<file path="src/rtl/srg_pkg.sv">
// Package: shared source-select encoding for the sample rate generator.
// Assumes bit 1 of the code is the pin-select bit and bit 0 the mode bit.
package srg_pkg;
    typedef enum logic [1:0] {
        SRC_RSVD = 2'b00,
        SRC_INT  = 2'b01,
        SRC_RCLK = 2'b10,
        SRC_XCLK = 2'b11
    } src_e;
endpackage

</file>
<file path="src/rtl/srg_cfg.sv">
// Configuration capture and input-clock selection.
// Registers the source code and the divide/period/width values. It flags a
// pending restart when any of those values change, and produces the
// input-enable stream from the chosen source.
// Assumes the strobes are already synchronized single-cycle pulses.
module srg_cfg
    import srg_pkg::*;
#(
    parameter int DIV_W = 8,
    parameter int PER_W = 12,
    parameter int WID_W = 8
) (
    input  logic             clk,
    input  logic             rst_n,
    input  logic             sel_pin,
    input  logic             sel_mode,
    input  logic             rclk_stb,
    input  logic             xclk_stb,
    input  logic [DIV_W-1:0] div_in,
    input  logic [PER_W-1:0] per_in,
    input  logic [WID_W-1:0] wid_in,
    output logic [DIV_W-1:0] div_q,
    output logic [PER_W-1:0] per_q,
    output logic [WID_W-1:0] wid_q,
    output logic             in_en,
    output logic             restart,
    output logic             pend,
    output logic             reserved
);
    localparam logic [DIV_W-1:0] DIV_RST = DIV_W'(1);

    src_e src_q;
    logic chg;

    // Detect a change of any timing value against the captured copy.
    always_comb chg = (div_in != div_q) || (per_in != per_q) || (wid_in != wid_q);

    // Capture configuration; reset picks the every-cycle source, divide-by-two.
    always_ff @(posedge clk) begin
        if (!rst_n) begin
            src_q <= SRC_INT;
            div_q <= DIV_RST;
            per_q <= '0;
            wid_q <= '0;
            pend  <= 1'b0;
        end else begin
            src_q <= src_e'({sel_pin, sel_mode});
            div_q <= div_in;
            per_q <= per_in;
            wid_q <= wid_in;
            pend  <= chg ? 1'b1 : (in_en ? 1'b0 : pend);
        end
    end

    // Pick the input enable from the captured source code.
    always_comb begin
        unique case (src_q)
            SRC_INT:  in_en = 1'b1;
            SRC_RCLK: in_en = rclk_stb;
            SRC_XCLK: in_en = xclk_stb;
            default:  in_en = 1'b0;
        endcase
    end

    // Restart fires on the first input enable after a change.
    always_comb restart  = pend && in_en;
    always_comb reserved = (src_q == SRC_RSVD);

    AST_PEND_HOLDS_WITHOUT_EN: assert property (@(posedge clk) disable iff (!rst_n)
        ($past(pend) && !$past(in_en)) |-> pend);
endmodule

</file>
<file path="src/rtl/srg_div.sv">
// Bit-clock divider.
// Counts input enables and emits a one-cycle registered tick on every
// (div_q+1)-th enable. A restart clears the count and suppresses the tick.
// Assumes div_q is stable except when a restart is pending.
module srg_div #(
    parameter int DIV_W = 8
) (
    input  logic             clk,
    input  logic             rst_n,
    input  logic             in_en,
    input  logic             restart,
    input  logic             pend,
    input  logic [DIV_W-1:0] div_q,
    output logic             tick
);
    logic [DIV_W-1:0] cnt;

    // Advance the divide count on each enable and flag the terminal count.
    always_ff @(posedge clk) begin
        if (!rst_n) begin
            cnt  <= '0;
            tick <= 1'b0;
        end else begin
            tick <= 1'b0;
            if (in_en) begin
                if (restart) begin
                    cnt <= '0;
                end else if (cnt >= div_q) begin
                    cnt  <= '0;
                    tick <= 1'b1;
                end else begin
                    cnt <= cnt + 1'b1;
                end
            end
        end
    end

    AST_DIV_IN_RANGE: assert property (@(posedge clk) disable iff (!rst_n)
        !pend |-> (cnt <= div_q));
    AST_RESTART_QUIET: assert property (@(posedge clk) disable iff (!rst_n)
        $past(restart) |-> !tick);
    AST_TICK_AFTER_EN: assert property (@(posedge clk) disable iff (!rst_n)
        tick |-> $past(in_en));
endmodule

</file>
<file path="src/rtl/srg_frame.sv">
// Frame pulse generator.
// Steps a position counter on each bit-clock tick through 0..per_q. The
// pulse is high while the position is below the effective width, which is
// wid_q+1 clamped to per_q. A restart parks the counter so that the next
// tick opens a fresh period. The reserved source forces the pulse low.
// Assumes ticks are single-cycle pulses.
module srg_frame #(
    parameter int PER_W = 12,
    parameter int WID_W = 8
) (
    input  logic             clk,
    input  logic             rst_n,
    input  logic             tick,
    input  logic             restart,
    input  logic             pend,
    input  logic             reserved,
    input  logic [PER_W-1:0] per_q,
    input  logic [WID_W-1:0] wid_q,
    output logic             fsg
);
    localparam int CW = ((PER_W > WID_W) ? PER_W : WID_W) + 1;

    logic [PER_W-1:0] cnt;
    logic [PER_W-1:0] nxt;
    logic [CW-1:0]    period;
    logic [CW-1:0]    w1;
    logic [CW-1:0]    eff;

    // Effective width: requested width, clamped to leave one low period.
    always_comb begin
        period = CW'(per_q) + CW'(1);
        w1     = CW'(wid_q) + CW'(1);
        eff    = (w1 >= period) ? CW'(per_q) : w1;
    end

    // Next position in the frame, wrapping after the last one.
    always_comb nxt = (cnt >= per_q) ? '0 : cnt + 1'b1;

    // Update position and pulse on ticks, with restart and reserved first.
    always_ff @(posedge clk) begin
        if (!rst_n) begin
            cnt <= '1;
            fsg <= 1'b0;
        end else if (restart) begin
            cnt <= '1;
            fsg <= 1'b0;
        end else if (reserved) begin
            fsg <= 1'b0;
        end else if (tick) begin
            cnt <= nxt;
            fsg <= (CW'(nxt) < eff);
        end
    end

    AST_FSG_MOVES_ON_TICK: assert property (@(posedge clk) disable iff (!rst_n)
        (fsg != $past(fsg)) |-> ($past(tick) || $past(restart) || $past(reserved)));
    AST_FRM_IN_RANGE: assert property (@(posedge clk) disable iff (!rst_n)
        !pend |-> ((cnt <= per_q) || (cnt == '1)));
    AST_ZERO_PERIOD_LOW: assert property (@(posedge clk) disable iff (!rst_n)
        (!pend && fsg) |-> (per_q != '0));
endmodule

</file>
<file path="src/rtl/srg_gen_top.sv">
// Sample rate generator top.
// Wires configuration capture, the bit-clock divider and the frame pulse
// generator together, and selects the transmit frame sync from the external
// input, the generator pulse or a delayed copy-event pulse.
// Assumes all inputs are synchronous to clk.
module srg_gen_top #(
    parameter int DIV_W = 8,
    parameter int PER_W = 12,
    parameter int WID_W = 8
) (
    input  logic             clk,
    input  logic             rst_n,
    input  logic             sel_pin,
    input  logic             sel_mode,
    input  logic             rclk_stb,
    input  logic             xclk_stb,
    input  logic [DIV_W-1:0] div_val,
    input  logic [PER_W-1:0] frm_per,
    input  logic [WID_W-1:0] frm_wid,
    input  logic             fs_int_en,
    input  logic             fs_gen_sel,
    input  logic             copy_evt,
    input  logic             ext_fs,
    output logic             clkg_tick,
    output logic             fsg,
    output logic             fsx
);
    logic [DIV_W-1:0] div_q;
    logic [PER_W-1:0] per_q;
    logic [WID_W-1:0] wid_q;
    logic             in_en;
    logic             restart;
    logic             pend;
    logic             reserved;
    logic             copy_q;

    srg_cfg #(.DIV_W(DIV_W), .PER_W(PER_W), .WID_W(WID_W)) u_cfg (
        .clk(clk), .rst_n(rst_n), .sel_pin(sel_pin), .sel_mode(sel_mode),
        .rclk_stb(rclk_stb), .xclk_stb(xclk_stb),
        .div_in(div_val), .per_in(frm_per), .wid_in(frm_wid),
        .div_q(div_q), .per_q(per_q), .wid_q(wid_q),
        .in_en(in_en), .restart(restart), .pend(pend), .reserved(reserved)
    );

    srg_div #(.DIV_W(DIV_W)) u_div (
        .clk(clk), .rst_n(rst_n), .in_en(in_en), .restart(restart),
        .pend(pend), .div_q(div_q), .tick(clkg_tick)
    );

    srg_frame #(.PER_W(PER_W), .WID_W(WID_W)) u_frame (
        .clk(clk), .rst_n(rst_n), .tick(clkg_tick), .restart(restart),
        .pend(pend), .reserved(reserved), .per_q(per_q), .wid_q(wid_q),
        .fsg(fsg)
    );

    // Delay the copy event by one cycle to form the copy-driven sync pulse.
    always_ff @(posedge clk) begin
        if (!rst_n) copy_q <= 1'b0;
        else        copy_q <= copy_evt;
    end

    // Select the transmit frame-sync source.
    always_comb begin
        if (!fs_int_en)     fsx = ext_fs;
        else if (fs_gen_sel) fsx = fsg;
        else                 fsx = copy_q;
    end

    AST_COPY_SOURCE: assert property (@(posedge clk) disable iff (!rst_n)
        (fs_int_en && !fs_gen_sel && fsx) |-> $past(copy_evt));
    AST_RSVD_IDLE: assert property (@(posedge clk) disable iff (!rst_n)
        (reserved && $past(reserved)) |-> (!clkg_tick && !fsg));
endmodule

</file>
<file path="config.mk">
export PLATFORM = sky130hd
export DESIGN_NAME = srg_gen_top
export DESIGN_NICKNAME = d
export VERILOG_FILES = /design/src/rtl/srg_pkg.sv /design/src/rtl/srg_cfg.sv /design/src/rtl/srg_div.sv /design/src/rtl/srg_frame.sv /design/src/rtl/srg_gen_top.sv
export SDC_FILE = /design/constraint.sdc
export NUM_CORES = 1
export LEC_CHECK = 0
export ABC_AREA = 1
export CAP_MARGIN = 30
export CORE_UTILIZATION = 50
export CTS_CLUSTER_SIZE = 8
export DETAILED_ROUTE_END_ITERATION = 8
export DONT_BUFFER_PORTS = 1
export REMOVE_ABC_BUFFERS = 1
export SYNTH_ARGS = -nofsm -noshare
export SYNTH_HDL_FRONTEND = slang
export SYNTH_HIERARCHICAL = 1
export SYNTH_SLANG_ARGS = --single-unit
</file>
<file path="constraint.sdc">
create_clock -name clk -period 6.7 [get_ports clk]
set_clock_uncertainty 0.15 [all_clocks]
set_input_delay 1.34 -clock clk [delete_from_list [all_inputs] [get_ports clk]]
set_output_delay 1.34 -clock clk [all_outputs]
set_load 0.02 [all_outputs]
</file>
==> metrics.md, run 1 <==
| Metric | Value |
|---|---|
| Die H | `94.19 microns` |
| Share of synthesized cell area in full adder, half adder and majority cells | `0.1296` |
| Number of fillers in the final layout | `855` |
| Cell with the largest stage delay on the worst path | `sky130_fd_sc_hd__dfxtp_1` |
| Number of port buffers | `0` |
| First-pass GRT wire length | `15370 microns` |
| Worst Setup Path Type | `flip-flop to flip-flop` |
| Path type of the worst min-delay path | `flip-flop to flip-flop` |
| Number of antenna-violating nets in the routed design | `0` |
| Setup repair after global routing missed its margin | `no` |
| Highest net fanout along the worst path | `17` |
| Vias in the first global route | `3411` |
| Post-synth cell types | `33` |
| Setup TNS | `0 ns` |
| Die span in x | `94.19 microns` |
| Final #Nets | `775` |
| Root cell of the clock tree | `sky130_fd_sc_hd__clkbuf_8` |
| Critical path startpoint category | `flip-flop` |
| CTS H-Tree Depth | `2` |
| Post-CTS Hold Buffers | `0` |
| Vias/cell | `4.745` |
| Max capacitance violation total | `0` |
| Overflow after GRT | `0` |
| Post-route clock period utilization | `0.5167` |
| Proportion of synthesized chip area in sequential cells | `0.2544` |
| Clk Latency, worst-skew pair | `0.31 ns` |
| Maximum ir drop on the vdd rail | `0.0001063 V` |
| Total number of vias | `3791` |
| N_diodes | `0` |
| All-layer global routing usage | `0.2210` |
| Post-Synthesis Mean Instance Area | `6.140 sq um` |
| Leakage | `2.594 nW` |
| Worst path bufs/invs | `3` |
| Area grow syn2layout | `5.035%` |
| Worst setup slack before clock tree synthesis | `3.244 ns` |
| DP Cell Count | `791` |
| Total CTS buffers | `5` |
| Mux contribution to synthesized area | `0` |
| Endpoint class of the critical path | `flip-flop` |
| Clock-pin transition on the worst setup and hold timing paths | `0.10 ns` |
| Sink Count | `54` |
| Initial antenna violation count | `0` |
| Outcome | `completed` |
| Initial Util | `0.5171` |
| Hold_ws | `0.3636 ns` |
| Required time reported for the critical path endpoint | `6.80 ns` |
| Non-filler instance count after layout | `799` |
| Final Critical Period | `3.462 ns` |
| Syn Inst Count | `692` |
| First-iteration detailed-routing DRC count | `133` |
| Max_slew headroom | `0.3433` |
| Top-level I/O count | `41` |
| Synth Cell Area | `4249 sq um` |
| Sum of net half-perimeters after detailed placement | `7347 microns` |
| Least-Margin Pin Slew | `0.9815 ns` |
| Setup slack of the critical path after layout | `3.238 ns` |
| Area fraction in compound gates after synthesis | `0.06154` |
| Warnings, synthesis | `6` |
| Critical path arrival | `3.56 ns` |
| Highest cell delay on the worst timing path | `0.45 ns` |
| Die outline area | `8871 sq um` |
| Share of cells above drive strength 1 | `0.04899` |
| Highest achievable clock rate | `0.2889 GHz` |
| Worst path top cell family by delay | `simple AND/OR/NAND/NOR gates` |
| DR pass1 iterations | `4` |
| DRT Wirelength | `9231 microns` |
| Most frequent cell on the critical path | `sky130_fd_sc_hd__nand2_1` |
| Pin count of the biggest net entering global routing | `36` |
| Placer's final routability congestion estimate | `0.8587` |
| Post-detailed-route DRC marker count | `0` |
| Final setup violating endpoints | `0` |
| Area share of the leading cell type in the synthesized netlist | `0.2544` |
| Xor and xnor area share after synthesis | `0.04329` |
| Simple-Gate Fraction of Synth Area | `0.3696` |
| Area of the placeable core | `8217 sq um` |
| Number of synthesized register bits | `54` |
| Row cnt | `33` |
| Library cell occupying the most area in the post-synthesis netlist | `sky130_fd_sc_hd__dfxtp_1` |
| Buffers from clock root to sink, at most | `2` |
| Final hold violations | `0` |
| Combinational family with the most area after synthesis | `simple AND/OR/NAND/NOR gates` |
| Number of gates resized after CTS | `0` |
| Routed wirelength normalized by instance count | `11.55 microns` |
| Clock tree from TritonCTS | `done` |
| Leading cell types by total area after synthesis | `sky130_fd_sc_hd__dfxtp_1, sky130_fd_sc_hd__nand2_1, sky130_fd_sc_hd__ha_1` |
| Buffer count from post-CTS setup fixing | `0` |
| Slew Limit Fails | `0` |
| Power density normalized to cell area | `158.4 nW/um^2` |
-- worst register-to-register path, cell delays in order, from the launching register on --
cell and delay [ns]:
sky130_fd_sc_hd__dfxtp_1 0.45, sky130_fd_sc_hd__ha_1 0.20, sky130_fd_sc_hd__nand2_1 0.05, sky130_fd_sc_hd__inv_1 0.08
sky130_fd_sc_hd__nand2_1 0.08, sky130_fd_sc_hd__xor2_1 0.18, sky130_fd_sc_hd__inv_1 0.06, sky130_fd_sc_hd__ha_1 0.29
sky130_fd_sc_hd__nand2_1 0.05, sky130_fd_sc_hd__inv_1 0.04, sky130_fd_sc_hd__nand2_1 0.05, sky130_fd_sc_hd__nand2_1 0.05
sky130_fd_sc_hd__nand2_1 0.04, sky130_fd_sc_hd__nand2_1 0.05, sky130_fd_sc_hd__nand2_1 0.05, sky130_fd_sc_hd__nand2_1 0.14
sky130_fd_sc_hd__nand2_4 0.15, sky130_fd_sc_hd__nand2_1 0.09, sky130_fd_sc_hd__o21ai_0 0.08, sky130_fd_sc_hd__ha_1 0.30
sky130_fd_sc_hd__a21oi_1 0.13, sky130_fd_sc_hd__nor2_1 0.06, sky130_fd_sc_hd__a211oi_1 0.17, sky130_fd_sc_hd__o221ai_1 0.14
sky130_fd_sc_hd__nor2_1 0.10, sky130_fd_sc_hd__nand2_1 0.07, sky130_fd_sc_hd__a21oi_2 0.10
-- per-stage QoR --
step,instance area (sq um),total power [W],util
floorplan,4218,0.0004616,-
global placement,4349,0.0004863,0.5293
detailed placement,4357,0.0004901,0.5302
CTS,4463,0.0007189,0.5432
global route,4463,0.0007518,0.5432
finish,4463,0.0007070,0.5432
-- sequential cells by signal, summed over array words and instances (netlist names) --
name         count
copy_q           1
u_cfg/div_q      8
u_cfg/pend       1
u_cfg/per_q     12
u_cfg/src_q      2
u_cfg/wid_q      8
u_div/cnt        8
u_div/tick       1
u_frame/cnt     12
u_frame/fsg      1
-- metal layers --
layer / global-route usage / vias to the layer above / share of wire
met1: 0.2706 / 1649 / 0.48
met4: 0.04744 / 0 / 0.0062
met2: 0.4010 / 46 / 0.49
li1: - / 2092 / -
met5: 0 / - / 0
met3: 0.03560 / 4 / 0.032
-- power by group --
group	switching, W	internal, W
Combinational	0.0000817	0.0000506
Clock	0.000112	0.000112
Sequential	0.0000164	0.000334
-- worst paths after layout --
| path | slack (ns) | endpoint | cells after the start | start |
|---|---|---|---|---|
| worst max-delay path | 3.24 | u_frame/fsg$_SDFFE_PP0P_ | 26 | u_cfg/wid_q[0]$_SDFF_PN0_ |
| worst min-delay path | 0.36 | u_div/cnt[7]$_SDFFE_PN0P_ | 2 | u_div/cnt[7]$_SDFFE_PN0P_ |
| worst max register to register | 3.24 | u_frame/fsg$_SDFFE_PP0P_ | 26 | u_cfg/wid_q[0]$_SDFF_PN0_ |
| worst min register to register | 0.36 | u_div/cnt[7]$_SDFFE_PN0P_ | 2 | u_div/cnt[7]$_SDFFE_PN0P_ |
-- kinds of logic (layout without fill, tap and decap cells) --
kind of cell / Yosys count / in the layout
buf+inv: 158 / 159
simple gates: 368 / 368
compound gates: 46 / 46
xor+xnor: 21 / 21
other cells: 1 / 2
fa+ha+maj: 44 / 44
flops: 54 / 54
-- cells in the final DEF (no fill, tap or decap), types with 3 or more instances in the layout --
cell type,Yosys,layout
sky130_fd_sc_hd__a21oi_1,27,27
sky130_fd_sc_hd__clkbuf_8,0,5
sky130_fd_sc_hd__dfxtp_1,54,54
sky130_fd_sc_hd__ha_1,44,44
sky130_fd_sc_hd__inv_1,143,143
sky130_fd_sc_hd__inv_2,5,5
sky130_fd_sc_hd__nand2_1,223,223
sky130_fd_sc_hd__nand2_2,3,3
sky130_fd_sc_hd__nand3_1,26,26
sky130_fd_sc_hd__nand3_2,4,4
sky130_fd_sc_hd__nand3b_1,4,4
sky130_fd_sc_hd__nand4_1,12,12
sky130_fd_sc_hd__nor2_1,77,77
sky130_fd_sc_hd__nor2_2,6,6
sky130_fd_sc_hd__nor3_1,4,4
sky130_fd_sc_hd__o211ai_1,6,6
sky130_fd_sc_hd__o21ai_0,8,8
sky130_fd_sc_hd__xor2_1,19,19
-- area by class of cell --
class	count	area (sq um)	area share
clock buffers	7	76.32	0.01710
clock inverters	1	30.03	0.006728
flip-flops and latches	54	1081	0.2422
well taps	105	131.4	0.02944
inverters	150	563.0	0.1262
repair buffers	1	7.507	0.001682
multi-input cells	481	2574	0.5767
-- synth_stat cells, drive strengths merged --
cell and n:
a21oi 28, nor3b 2, clkinv 2, o21ai 8, nor3 4, or2 2
a211oi 1, nand3b 4, conb 1, dfxtp 54, ha 44, nand2 228
a31o 1, o21a 1, buf 2, nand3 30, nand4 12, nor2 86
o211ai 6, clkbuf 6, xnor2 2, o221ai 1, inv 148, xor2 19
Note: power is estimated with default switching activity, not from simulation.
==> inputs of run 2 (changes only) <==
--- a/config.mk
+++ b/config.mk
@@ -11,6 +11,7 @@
 export CTS_CLUSTER_SIZE = 8
 export DETAILED_ROUTE_END_ITERATION = 8
 export DONT_BUFFER_PORTS = 1
+export PLACE_DENSITY = 0.68
 export REMOVE_ABC_BUFFERS = 1
 export SYNTH_ARGS = -nofsm -noshare
 export SYNTH_HDL_FRONTEND = slang
==> constraint.sdc (replaced) <==
create_clock -name clk -period 2.96 [get_ports clk]
set_clock_uncertainty 0.15 [all_clocks]
set_input_delay 0.592 -clock clk [delete_from_list [all_inputs] [get_ports clk]]
set_output_delay 0.592 -clock clk [all_outputs]
set_load 0.02 [all_outputs]
==> run 2 against run 1 <==
- wire length is 6.3% higher
- first-iteration DRC count is 6.0% lower
- final cell count is 8.1% higher
- critical endpoint unchanged
- clock power is 91% higher
- sequential share of layout area is 2.7 points lower
- die area stayed put
- sequential power is 120% higher
- fmax is 8.5% higher
- the flow now finishes with violations (setup timing)
- hold slack worse by 0.17 ns
- register-to-register slack worse by 3.5 ns
- worst setup slack worse by 3.5 ns
==> metrics.md, run 2 (synthesis results as in run 1) <==
| Metric | Value |
|---|---|
| Most used cells in the layout excluding fill and tap cells | `sky130_fd_sc_hd__nand2_1, sky130_fd_sc_hd__inv_1, sky130_fd_sc_hd__nor2_1` |
| Final #Nets | `840` |
| Max capacitance violation total | `0` |
| Buffers from clock root to sink, at most | `2` |
| Vias/cell | `4.727` |
| Die outline area | `8871 sq um` |
| Share of cells above drive strength 1 | `0.1686` |
| Commonest non-fill, non-tap cell in the layout | `sky130_fd_sc_hd__nand2_1` |
| Final Critical Period | `3.191 ns` |
| Total number of vias | `4084` |
| First-iteration detailed-routing DRC count | `125` |
| Vias in the first global route | `3825` |
| Initial antenna violation count | `0` |
| Clock-pin transition on the worst setup and hold timing paths | `0.10 ns` |
| Routed wirelength normalized by instance count | `11.36 microns` |
| Outcome | `complete, but fails checks` |
| Violated checks | `setup timing` |
| Clock tree from TritonCTS | `done` |
| Placer's final routability congestion estimate | `0.8722` |
| Power density normalized to cell area | `320.1 nW/um^2` |
| Maximum ir drop on the vdd rail | `0.0002241 V` |
| Leakage | `2.906 nW` |
| Sink Count | `54` |
| DRT Wirelength | `9817 microns` |
| First-pass GRT wire length | `16670 microns` |
| Leading registers by flop count | `u_cfg/per_q x12, u_frame/cnt x12` |
| Top-level I/O count | `41` |
| Clk Latency, worst-skew pair | `0.31 ns` |
| Highest achievable clock rate | `0.3133 GHz` |
| Layout Cell Area excl Fill | `5039 sq um` |
| Final hold violations | `0` |
| Hold_ws | `0.1945 ns` |
| Critical path arrival | `3.30 ns` |
| DR pass1 iterations | `4` |
| Area grow syn2layout | `18.58%` |
| Pin count of the biggest net entering global routing | `36` |
| Initial Util | `0.5171` |
| Die span in x | `94.19 microns` |
| Internal reg-to-reg setup slack | `-0.23 ns` |
| Post-detailed-route DRC marker count | `0` |
| Placement-stage cell area | `4785 sq um` |
| Number of antenna-violating nets in the routed design | `0` |
| Die H | `94.19 microns` |
| Setup repair after global routing missed its margin | `yes` |
| CTS H-Tree Depth | `2` |
| Required time reported for the critical path endpoint | `3.06 ns` |
| Path type of the worst min-delay path | `input port to flip-flop` |
| Overflow after GRT | `0` |
| Row cnt | `33` |
| Setup slack of the critical path after layout | `-0.2315 ns` |
| Critical path startpoint category | `flip-flop` |
| Sum of net half-perimeters after detailed placement | `7805 microns` |
| Worst Setup Path Type | `flip-flop to flip-flop` |
| Area of the placeable core | `8217 sq um` |
| Slew Limit Fails | `0` |
| Highest net fanout along the worst path | `8` |
| Root cell of the clock tree | `sky130_fd_sc_hd__clkbuf_8` |
| Post-route clock period utilization | `1.078` |
| N_diodes | `0` |
| All-layer global routing usage | `0.2368` |
| Endpoint class of the critical path | `flip-flop` |
| Final setup violating endpoints | `1` |
| Number of port buffers | `0` |
| Total CTS buffers | `5` |
## run 2: cell count changes in the layout (fill, tap and decap cells not counted), sizes merged
| cell | delta |
|---|---|
| clkinv | +2 |
| inv | +1 |
| bufinv | -1 |
| buf | +65 |
| clkbuf | -2 |
## run 2: routing by layer
metal | vias up | GRT usage | wire (microns)
met5 | - | 0 | 0
met4 | 0 | 0.06667 | 171
met3 | 13 | 0.04045 | 388
met2 | 58 | 0.4143 | 4563
met1 | 1791 | 0.2950 | 4694
li1 | 2222 | - | -
## run 2: layout make-up
type	instances	area [sq um]
Multi-Input combinational cell	481	2675
Fill cell	791	3178
Clock buffer	5	68.82
Tap cell	105	131.4
Sequential cell	54	1086
Timing Repair Buffer	66	495.5
Inverter	150	563.0
Clock inverter	3	18.77
## run 2: worst paths after layout
check / start / to / depth (start not counted)
max: u_cfg/per_q[1]$_SDFF_PN0_ / u_frame/fsg$_SDFFE_PP0P_ / 21
min: rst_n / u_cfg/div_q[0]$_SDFF_PN1_ / 1
max reg2reg: u_cfg/per_q[1]$_SDFF_PN0_ / u_frame/fsg$_SDFFE_PP0P_ / 21
min reg2reg: u_div/cnt[7]$_SDFFE_PN0P_ / u_div/cnt[7]$_SDFFE_PN0P_ / 2
## run 2: worst max-delay path, stage by stage, from the launching register on
cell,delay [ns]
sky130_fd_sc_hd__dfxtp_1,0.35
sky130_fd_sc_hd__ha_2,0.20
sky130_fd_sc_hd__nand2_1,0.09
sky130_fd_sc_hd__nor2_4,0.18
sky130_fd_sc_hd__xor2_2,0.19
sky130_fd_sc_hd__ha_4,0.24
sky130_fd_sc_hd__a21oi_2,0.13
sky130_fd_sc_hd__nand2_1,0.06
sky130_fd_sc_hd__nand2_1,0.06
sky130_fd_sc_hd__nand2_1,0.05
sky130_fd_sc_hd__nand2_1,0.07
sky130_fd_sc_hd__nand2_2,0.07
sky130_fd_sc_hd__nand2_4,0.11
sky130_fd_sc_hd__nand2_2,0.06
sky130_fd_sc_hd__o21ai_1,0.09
sky130_fd_sc_hd__ha_1,0.27
sky130_fd_sc_hd__buf_4,0.14
sky130_fd_sc_hd__a211oi_2,0.25
sky130_fd_sc_hd__o221ai_1,0.13
sky130_fd_sc_hd__nor2_1,0.09
sky130_fd_sc_hd__nand2_1,0.06
sky130_fd_sc_hd__a21oi_2,0.10
## run 2: repair_timing
action | in CTS | in global routing
setup endpoints to repair | 1 | 1
buffers inserted | 4 | 4
pin swaps | 13 | 9
gates resized for setup | 20 | 11
endpoints found under the hold margin | 0 | 0
hold buffers | 0 | 0
## run 2: power breakdown
part | leakage (nW) | internal, W | switching (W)
Combinational | 2.41 | 0.000180 | 0.000219
Sequential | 0.446 | 0.000756 | 0.0000288
Clock | 0.0483 | 0.000168 | 0.000262
## run 2: through the flow
step,setup WS [ns],std cells,setup TNS (ns),util,total power (W)
2_1_floorplan,-0.1418,685,-0.1418,-,0.001045
5_1_grt,-0.4784,864,-0.4784,0.6132,0.001718
4_1_cts,-0.3079,860,-0.3079,0.6044,0.001618
6_report,-0.2315,864,-0.2315,0.6132,0.001613
3_5_place_dp,-0.4013,848,-0.4013,0.5823,0.001169
3_3_place_gp,-0.2197,848,-0.2197,0.5823,0.001154
